File: src/rtl/tmarch_pkg.sv
package tmarch_pkg;

  localparam int SIG_W  = 16;
  localparam int N_ELEM = 6;
  localparam int ELEM_W = 3;

  typedef logic [SIG_W-1:0]  sig_t;
  typedef logic [ELEM_W-1:0] elem_t;

  typedef enum logic [1:0] {
    ST_IDLE = 2'd0,
    ST_RUN  = 2'd1,
    ST_DONE = 2'd2
  } st_e;

  // elements 1..4 are read-then-write pairs
  function automatic logic elem_has_write(elem_t e);
    return (e >= elem_t'(1)) && (e <= elem_t'(4));
  endfunction

  // elements 3 and 4 walk addresses downward
  function automatic logic elem_descending(elem_t e);
    return (e == elem_t'(3)) || (e == elem_t'(4));
  endfunction

  // expected background relative to the original word: 1 means inverted
  function automatic logic elem_read_inverted(elem_t e);
    return (e == elem_t'(2)) || (e == elem_t'(4));
  endfunction

  // one Galois right-shift step, response folded in afterwards
  function automatic sig_t misr_step(sig_t s, sig_t d, sig_t poly);
    sig_t t;
    t = s >> 1;
    if (s[0]) t = t ^ poly;
    return t ^ d;
  endfunction

endpackage

File: src/rtl/tmarch_seq.sv
module tmarch_seq
  import tmarch_pkg::*;
#(
  parameter int ADDR_W = 4
) (
  input  logic              clk,
  input  logic              rst_n,
  input  logic              start,
  output logic              go,
  output logic              pass,
  output logic              rd_slot,
  output logic              wr_slot,
  output logic              pass0_end,
  output logic              pass1_end,
  output elem_t             elem,
  output logic [ADDR_W-1:0] addr
);

  localparam elem_t LAST_ELEM = elem_t'(N_ELEM - 1);

  st_e               state_q;
  logic              pass_q;
  elem_t             elem_q;
  logic [ADDR_W-1:0] idx_q;
  logic              op_q;

  logic run;
  logic last_op;
  logic last_idx;
  logic pass_last;

  assign run       = (state_q == ST_RUN);
  assign go        = start && !run;
  assign last_op   = op_q || !elem_has_write(elem_q);
  assign last_idx  = (idx_q == {ADDR_W{1'b1}});
  assign pass_last = run && last_op && last_idx && (elem_q == LAST_ELEM);

  assign pass      = pass_q;
  assign elem      = elem_q;
  assign rd_slot   = run && !op_q;
  assign wr_slot   = run && op_q;
  assign pass0_end = pass_last && !pass_q;
  assign pass1_end = pass_last && pass_q;
  assign addr      = elem_descending(elem_q) ? ~idx_q : idx_q;

  always_ff @(posedge clk or negedge rst_n) begin
    if (!rst_n) begin
      state_q <= ST_IDLE;
      pass_q  <= 1'b0;
      elem_q  <= '0;
      idx_q   <= '0;
      op_q    <= 1'b0;
    end else if (go) begin
      state_q <= ST_RUN;
      pass_q  <= 1'b0;
      elem_q  <= '0;
      idx_q   <= '0;
      op_q    <= 1'b0;
    end else if (run) begin
      if (!last_op) begin
        op_q <= 1'b1;
      end else begin
        op_q <= 1'b0;
        if (last_idx) begin
          idx_q <= '0;
          if (elem_q == LAST_ELEM) begin
            elem_q <= '0;
            if (pass_q) state_q <= ST_DONE;
            else        pass_q  <= 1'b1;
          end else begin
            elem_q <= elem_q + elem_t'(1);
          end
        end else begin
          idx_q <= idx_q + 1'b1;
        end
      end
    end
  end

  // a write slot is never followed directly by another write slot
  a_r3_no_double_write: assert property (@(posedge clk) disable iff (!rst_n)
    wr_slot |=> !wr_slot);

  // every write slot comes straight after a read slot at the same address
  a_r3_write_after_read: assert property (@(posedge clk) disable iff (!rst_n)
    wr_slot |-> ($past(rd_slot) && addr == $past(addr)));

  // the predict pass hands over to the test pass with no idle cycle
  a_r3_pass_handover: assert property (@(posedge clk) disable iff (!rst_n)
    pass0_end |=> (rd_slot && pass && elem == '0));

endmodule

File: src/rtl/tmarch_misr.sv
module tmarch_misr
  import tmarch_pkg::*;
#(
  parameter int   DATA_W = 8,
  parameter sig_t POLY   = 16'hB400
) (
  input  logic              clk,
  input  logic              rst_n,
  input  logic              clr,
  input  logic              en,
  input  logic [DATA_W-1:0] din,
  output sig_t              sig_nxt
);

  localparam int PAD_W = SIG_W - DATA_W;

  sig_t sig_q;
  sig_t din_ext;

  assign din_ext = {{PAD_W{1'b0}}, din};
  assign sig_nxt = en ? misr_step(sig_q, din_ext, POLY) : sig_q;

  always_ff @(posedge clk or negedge rst_n) begin
    if (!rst_n)   sig_q <= '0;
    else if (clr) sig_q <= '0;
    else          sig_q <= sig_nxt;
  end

  // a clear leaves the register empty for the first response of a pass
  a_r7_cleared: assert property (@(posedge clk) disable iff (!rst_n)
    clr |=> (sig_q == '0));

  // without a response the register holds
  a_r7_hold_idle: assert property (@(posedge clk) disable iff (!rst_n)
    (!en && !clr) |=> $stable(sig_q));

endmodule

File: src/rtl/tmarch_bist.sv
module tmarch_bist
  import tmarch_pkg::*;
#(
  parameter int   ADDR_W = 4,
  parameter int   DATA_W = 8,
  parameter sig_t POLY   = 16'hB400
) (
  input  logic              clk,
  input  logic              rst_n,
  input  logic              start,
  output logic [ADDR_W-1:0] ram_addr,
  output logic [DATA_W-1:0] ram_wdata,
  output logic              ram_we,
  input  logic [DATA_W-1:0] ram_rdata,
  output logic              done,
  output logic              fail
);

  logic              go;
  logic              pass;
  logic              rd_slot;
  logic              wr_slot;
  logic              pass0_end;
  logic              pass1_end;
  elem_t             elem;
  logic [DATA_W-1:0] rd_hold_q;
  logic [DATA_W-1:0] resp;
  logic              predict_inv;
  sig_t              sig_nxt;
  sig_t              pred_q;
  logic              done_q;
  logic              fail_q;

  tmarch_seq #(.ADDR_W(ADDR_W)) u_seq (
    .clk       (clk),
    .rst_n     (rst_n),
    .start     (start),
    .go        (go),
    .pass      (pass),
    .rd_slot   (rd_slot),
    .wr_slot   (wr_slot),
    .pass0_end (pass0_end),
    .pass1_end (pass1_end),
    .elem      (elem),
    .addr      (ram_addr)
  );

  // predict pass: model the fault-free response from the untouched word
  assign predict_inv = !pass && elem_read_inverted(elem);
  assign resp        = predict_inv ? ~ram_rdata : ram_rdata;

  tmarch_misr #(.DATA_W(DATA_W), .POLY(POLY)) u_misr (
    .clk     (clk),
    .rst_n   (rst_n),
    .clr     (go || pass0_end),
    .en      (rd_slot),
    .din     (resp),
    .sig_nxt (sig_nxt)
  );

  // every write in the transparent algorithm complements the cell
  assign ram_we    = wr_slot && pass;
  assign ram_wdata = ~rd_hold_q;

  always_ff @(posedge clk or negedge rst_n) begin
    if (!rst_n) begin
      rd_hold_q <= '0;
      pred_q    <= '0;
      done_q    <= 1'b0;
      fail_q    <= 1'b0;
    end else begin
      if (rd_slot) rd_hold_q <= ram_rdata;
      if (pass0_end) pred_q <= sig_nxt;
      if (go) begin
        done_q <= 1'b0;
        fail_q <= 1'b0;
      end else if (pass1_end) begin
        done_q <= 1'b1;
        fail_q <= (sig_nxt != pred_q);
      end
    end
  end

  assign done = done_q;
  assign fail = fail_q;

  // the stored word is the complement of what the port returned a cycle earlier
  a_r5_write_complements: assert property (@(posedge clk) disable iff (!rst_n)
    ram_we |-> (ram_wdata == ~$past(ram_rdata)));

  // a write reuses the address of the preceding read
  a_r5_write_same_addr: assert property (@(posedge clk) disable iff (!rst_n)
    ram_we |-> (ram_addr == $past(ram_addr)));

  // the verdict is only shown together with done
  a_r8_fail_with_done: assert property (@(posedge clk) disable iff (!rst_n)
    fail |-> done);

  // done holds until a new start
  a_r8_done_holds: assert property (@(posedge clk) disable iff (!rst_n)
    (done && !start) |=> (done && $stable(fail)));

  // no write while done is shown
  a_r4_quiet_when_done: assert property (@(posedge clk) disable iff (!rst_n)
    done |-> !ram_we);

endmodule

File: config.mk
export PLATFORM = sky130hd
export DESIGN_NAME = tmarch_bist
export DESIGN_NICKNAME = d
export VERILOG_FILES = /design/src/rtl/tmarch_pkg.sv /design/src/rtl/tmarch_seq.sv /design/src/rtl/tmarch_misr.sv /design/src/rtl/tmarch_bist.sv
export SDC_FILE = /design/constraint.sdc
export NUM_CORES = 1
export LEC_CHECK = 0
export ABC_AREA = 1
export CORE_UTILIZATION = 35
export DETAILED_ROUTE_END_ITERATION = 10
export PLACE_DENSITY = 0.61
export SLEW_MARGIN = 20
export SYNTH_ARGS = -nofsm -noshare
export SYNTH_HDL_FRONTEND = slang
export SYNTH_SLANG_ARGS = --single-unit
File: constraint.sdc
create_clock -name clk -period 2.1 [get_ports clk]
set_input_delay 0.525 -clock clk [delete_from_list [all_inputs] [get_ports clk]]
set_output_delay 0.525 -clock clk [all_outputs]
set_load 0.02 [all_outputs]
==> results by group, run 1 <==
Status
  • Run status: finished clean

Clock network
  • Worst-Skew Late Latency: between 0.3 and 0.4 ns
  • Root Buffer: clkbuf_8
  • Hold-fix buffers at CTS: 0
  • H-tree levels: 2
  • CTS sink count: 53
  • CTS tree: yes
  • CTS Buf Count: 5
  • Clock transition at path regs: 0.09 ns
  • CTS max path bufs: 2

Logic synthesis
  • Seq/Total Area, Yosys: 44.4%
  • EDFF count, synth: 0
  • Commonest cells post-synth: nand2_1, dfrtp_1, inv_1, nand3_1, nor2_1
  • Syn Inst Count: about 380
  • Number of synthesized register bits: 53
  • Top cell type's share of synthesized area: 44.4%
  • Top post-synthesis cells by area: dfrtp_1, nand2_1, inv_1
  • Mapped Avg Cell Area: 7.78 um2
  • Most numerous cell in the Yosys netlist: nand2_1
  • Synth warn: 0
  • Synth cell types: 29
  • Ys flop type: dfrtp_1
  • Syn nets: 396
  • Ys async rst share: 100%
  • Most area-hungry cell type in the Yosys netlist: dfrtp_1
  • Synthesized area: 0.00299 mm2

Setup path
  • Worst Setup Start Kind: flop
  • Crit-path cells: inv_1 -> nand2_2 -> nand2_2 -> nand2_2 -> xor2_1 -> clkbuf_2
  • Crit path capture type: primary output
  • FF-to-FF Start: u_seq.elem[1]
  • Worst R2R Setup Slack: 0.22 ns
  • End of the worst register-to-register path: fail
  • CP max stage delay: approximately 0.42 ns
  • CP Capture Point: ram_addr[2]
  • Critical Path AT: 1.40 ns
  • Crit-path most repeated cell: nand2_2
  • Critical path origin: u_seq.elem[1]
  • Instance count on the critical path: 6
  • Setup CP Type: flop to primary output
  • CP max stage cell: dfrtp_1
  • Critical Path RT: ~1.6 ns
  • Worst Path Buf+Inv: 2
  • Worst Reg-to-Reg Cells: 13
  • Top delay family on crit path: flip-flops
  • Maximum fanout along the worst path: 4

STA
  • Max Clock Skew: approximately 0.0051 ns
  • Setup TNS: 0 ns
  • F_max: slightly above 0.5 GHz
  • Final Hold Viols: 0
  • Worst Max-Slew Pin Slew: a little under 0.6 ns
  • Relative slew margins: 60.8%
  • Fin crit period: around 1.9 ns
  • Unrepaired setup endpoints after global routing: false
  • Max Slew Vio Count: 0
  • Final setup viols: 0
  • Crit share post-route: slightly above 90%

Power
  • Pleak: about 1.8 nW
  • Peak supply drop: 0.424 mV
  • Pwr dens: 1480 mW/mm2

Placement
  • Placed Cells: between 500 and 600
  • Routability congestion estimate from global placement: 0.835
  • IO buf count: 25
  • Dpl hpwl: 4660 um

Detailed routing
  • Drt drc: 0
  • TritonRoute pass-1 iters: 4
  • Vias: 2468
  • Wire length per cell: approximately 12 um
  • WL final: 6450 um
  • Post-route ant nets: 0
  • Routed vias/inst: 4.62
  • DR iter-0 viols: 133

Die
  • DIE AREA: between 0.008 and 0.009 mm2
  • Row count: 33
  • Die Span Y: roughly 94 um
  • Placeable Area: 0.00822 mm2
  • Initial Util: 36.3%
  • Width of the die: 94.4 um
  • Ports: 26

Cells and area
  • Diode count: 0
  • Fillcell total: 836
  • Share of post-route cells with drive strength above 1: between 10% and 20%
  • Fin nets: 440
  • Area Growth Syn to Fin: 18.8%
  • Non-filler cells, final: 534
  • Post-layout util: between 40% and 50%

Global route
  • GRT overflow: 0
  • Vias in the first global route: between 2000 and 2500
  • Total GRT Usage: ~16%
  • Initial antenna violation count: 0
  • Global-route wire length before repair: 11100 um
  • Largest net degree at the start of global routing: 32

Worst hold path
  • Hold Path Class: input pin to async pin

Run
  • Max-Cap Viols: 0
cell families after synthesis:
kind of cell	after synthesis	synth area share, %
AOI/OAI and AO/OA	42	8.55
xor gates and xnor gates	16	4.69
DFF	53	44.4
and+or+nand+nor	211	32.7
adders and majority gates	1	0.419
buffers and inverters	61	9.26
final cells by class:
type	instances	area [um2]	area share, %
Clock buffer	6	72.6	2.05
Tap cell	105	131	3.70
Timing Repair Buffer	47	430	12.1
Sequential cell	53	1330	37.4
Multi-Input combinational cell	270	1390	39.1
Clock inverter	2	10.0	0.282
Inverter	51	191	5.39
timing repair:
| action | 4_1_cts | 5_1_grt |
|---|---|---|
| resized for setup | 8 | 8 |
| endpoints found under the setup margin | 5 | 5 |
| pin swaps | 0 | 1 |
| setup buffers | 0 | 3 |
worst min path at each step:
stage,startpoint,end,depth (start not counted)
after floorplan,rst_n,done,0
after global placement,pred_q[3],pred_q[3],2
after detailed placement,pred_q[2],pred_q[2],2
after CTS,rst_n,pred_q[0],1
after global routing,rst_n,fail,1
final,rst_n,u_misr.sig_q[5],1
report_power, final:
group	internal (W)	switching [W]	total, W
Clock	0.000233	0.000344	0.000577
Combinational	0.00125	0.00184	0.00309
Sequential	0.00135	0.000218	0.00157
Total	0.00283	0.00240	0.00524
cell usage in the layout (no fill, tap or decap), types with 2 or more instances in the layout:
| cell type | instances |
|---|---|
| a21oi_1 | 9 |
| nor2_2 | 2 |
| nand2_4 | 2 |
| o21ai_0 | 21 |
| buf_2 | 2 |
| or2_1 | 2 |
| clkdlybuf4s50_1 | 19 |
| buf_4 | 18 |
| nand3_1 | 32 |
| dfrtp_1 | 53 |
| xnor2_1 | 2 |
| xor2_1 | 14 |
| nand4_1 | 3 |
| clkinv_2 | 2 |
| nand3b_1 | 4 |
| clkbuf_2 | 3 |
| nor2_1 | 23 |
| nand2_2 | 15 |
| o21ai_2 | 11 |
| buf_12 | 3 |
| nand2_1 | 117 |
| clkbuf_8 | 5 |
| inv_2 | 6 |
| or2_2 | 5 |
| inv_1 | 45 |
| nor2_4 | 2 |
sequential cells by signal, indices dropped and copies added (netlist names):
signal,cells
u_misr.sig_q,16
u_seq.elem,3
u_seq.idx_q,4
pred_q,16
u_seq.pass,1
fail,1
u_seq.op_q,1
u_seq.state_q,2
done,1
rd_hold_q,8
worst register-to-register path: stages (launching register included):
cell and delay, ns:
dfrtp_1 0.42, buf_4 0.15, nor2_1 0.15, nor2_1 0.07, nor2_2 0.25, nand3b_1 0.12, nand2_1 0.09, nand2_1 0.07
nand3_1 0.08, nand2_1 0.06, nor2_1 0.11, nand3_1 0.09, nor2_1 0.08, nor2_1 0.04
per-stage QoR:
stage	hold slack, ns	instance area (um2)	power [W]	setup WS (ns)
6_report	0.208	3550	0.00524	0.176
5_1_grt	0.234	3550	0.00573	0.0572
4_1_cts	0.213	3530	0.00523	0.00765
3_5_place_dp	0.489	3450	0.00469	-0.0176
3_3_place_gp	0.486	3450	0.00462	0.00655
2_1_floorplan	0.229	2990	0.00366	0.418
metal layers:
layer / wire length (um) / vias up / global-route usage [%]
met2: 3010 / 32 / 27.0
met1: 3200 / 1146 / 21.2
met3: 171 / 6 / 2.82
li1: - / 1284 / -
met4: 74 / 0 / 4.36
met5: 0 / - / 0
(Power assumes the default switching activity.)
==> run 2: changes to the inputs <==
--- a/config.mk
+++ b/config.mk
@@ -7,6 +7,7 @@
 export LEC_CHECK = 0
 export ABC_AREA = 1
 export CORE_UTILIZATION = 35
+export CTS_BUF_LIST = sky130_fd_sc_hd__clkbuf_4 sky130_fd_sc_hd__clkbuf_8 sky130_fd_sc_hd__clkbuf_16
 export DETAILED_ROUTE_END_ITERATION = 10
 export PLACE_DENSITY = 0.61
 export SLEW_MARGIN = 20
==> constraint.sdc (replaced) <==
create_clock -name clk -period 2.1 [get_ports clk]
set_input_delay 0.525 -clock clk [delete_from_list [all_inputs] [get_ports clk]]
set_output_delay 0.525 -clock clk [all_outputs]
set_load 0.1 [all_outputs]
==> results by group, run 2 (synthesis gave the netlist of run 1 again) <==
Status
  • Run status: finished clean (unchanged)

STA
  • Relative slew margins: 80.6% (was 60.8%)
  • Worst Max-Slew Pin Slew: 0.290 ns (was 0.587 ns)
  • Max Slew Vio Count: 0 (unchanged)
  • Final Hold Viols: 0 (unchanged)
  • Final setup viols: 0 (unchanged)
  • F_max: 0.486 GHz (was 0.520 GHz)
  • Fin crit period: 2.06 ns (was 1.92 ns)
  • Max Clock Skew: 0.00820 ns (was 0.00507 ns)
  • Crit share post-route: 98.0% (was 91.6%)

Cells and area
  • Non-filler cells, final: 531 (was 534)
  • Largest regs: pred_q (16), u_misr.sig_q (16), rd_hold_q (8) (unchanged)
  • Commonest non-fill, non-tap cell in the layout: nand2_1 (unchanged)
  • Diode count: 0 (unchanged)
  • Area Growth Syn to Fin: 25.9% (was 18.8%)
  • Share of post-route cells with drive strength above 1: 23.0% (was 18.6%)
  • Fin nets: 437 (was 440)
  • Most frequent cells in the layout: nand2_1, dfrtp_1, inv_1 (unchanged)
  • Post-layout util: 45.8% (was 43.2%)

Clock network
  • CTS max path bufs: 2 (unchanged)
  • Root Buffer: clkbuf_8 (unchanged)
  • CTS Buf Count: 5 (unchanged)
  • CTS sink count: 53 (unchanged)
  • Worst-Skew Late Latency: 0.31 ns (about the same)
  • H-tree levels: 2 (unchanged)
  • CTS tree: yes (unchanged)
  • Clock transition at path regs: 0.10 ns (was 0.09 ns)
  • Hold-fix buffers at CTS: 0 (unchanged)

Setup path
  • Top delay family on crit path: flip-flops (unchanged)
  • Crit path capture type: primary output (unchanged)
  • Critical Path RT: 1.57 ns (about the same)
  • Crit-path cells: inv_2 -> nand2_2 -> nand2_4 -> nand2_8 -> xor2_2 -> buf_12 (was inv_1 -> nand2_2 -> nand2_2 -> nand2_2 -> xor2_1 -> clkbuf_2)
  • Worst Setup Start Kind: flop (unchanged)
  • CP max stage cell: dfrtp_1 (unchanged)
  • Maximum fanout along the worst path: 4 (unchanged)
  • Critical Path AT: 1.53 ns (was 1.40 ns)
  • Setup CP Type: flop to primary output (unchanged)
  • Worst Path Buf+Inv: 2 (unchanged)
  • CP max stage delay: 0.44 ns (was 0.42 ns)

Placement
  • IO buf count: 25 (unchanged)
  • Routability congestion estimate from global placement: 0.785 (was 0.835)
  • Placed Cells: 517 (was 523)
  • Dpl hpwl: 4530 um (was 4660 um)

Die
  • Width of the die: 94.4 um (unchanged)
  • Placeable Area: 0.00822 mm2 (unchanged)
  • Initial Util: 36.3% (unchanged)
  • DIE AREA: 0.00891 mm2 (unchanged)
  • Row count: 33 (unchanged)
  • Die Span Y: 94.4 um (unchanged)
  • Ports: 26 (unchanged)

Global route
  • Total GRT Usage: 15.7% (was 16.0%)
  • Initial antenna violation count: 0 (unchanged)
  • Global-route wire length before repair: 10900 um (was 11100 um)
  • Vias in the first global route: 2452 (was 2428)
  • Largest net degree at the start of global routing: 54 (was 32)
  • GRT overflow: 0 (unchanged)

Detailed routing
  • Vias: 2486 (was 2468)
  • WL final: 6450 um (about the same)
  • Post-route ant nets: 0 (unchanged)
  • Drt drc: 0 (unchanged)
  • Wire length per cell: 12.1 um (about the same)
  • TritonRoute pass-1 iters: 4 (unchanged)
  • Routed vias/inst: 4.68 (was 4.62)
  • DR iter-0 viols: 88 (was 133)

Run
  • Max-Cap Viols: 0 (unchanged)

Worst hold path
  • Hold Path Class: input pin to async pin (unchanged)
==> run 2: final cells by class <==
class	instances	area [um2]
Inverter	51	194
Clock buffer	8	91.3
Sequential cell	53	1330
Multi-Input combinational cell	271	1500
Timing Repair Buffer	43	518
Tap cell	105	131
Fill cell	814	4460
==> run 2: worst paths after layout <==
kind	startpoint	end	slack [ns]	cells after the start
max	u_seq.elem[0]	ram_addr[3]	0.04	6
min	rst_n	rd_hold_q[2]	0.20	2
max in group asynchronous	rst_n	u_seq.elem[2]	1.66	2
min reg2reg	pred_q[3]	pred_q[3]	0.51	2
min in group clk	pred_q[3]	pred_q[3]	0.51	2
max reg2reg	u_seq.state_q[0]	fail	0.22	14
==> run 2: per-layer routing <==
metal	vias to the layer above	global-route usage, %	share of wire, %
met4	0	5.13	1.8
met5	-	0	0
met2	29	28.1	49
met1	1178	19.1	47
li1	1272	-	-
met3	7	2.50	3.0
==> run 2: what timing repair did <==
item / CTS / global route
gates resized for setup: 3 / 12
gates cloned: 0 / 1
buffers inserted: 1 / 4
pin swaps: 0 / 5
setup endpoints to repair: 4 / 5
==> run 2: through the flow <==
stage	cell area (um2)	setup WS, ns	TNS (ns)	hold slack (ns)
finish	3760	0.0419	0	0.196
global route	3760	-0.0140	-0.0140	0.228
CTS	3670	0.00460	0	0.207
detailed placement	3550	-0.0349	-0.0349	0.492
global placement	3550	0.00496	0	0.489
floorplan	3020	-0.214	-1.05	0.229
Power of run 2 is not shown: default switching activity piles up to over one toggle a cycle in this logic, so the estimate is an artifact.
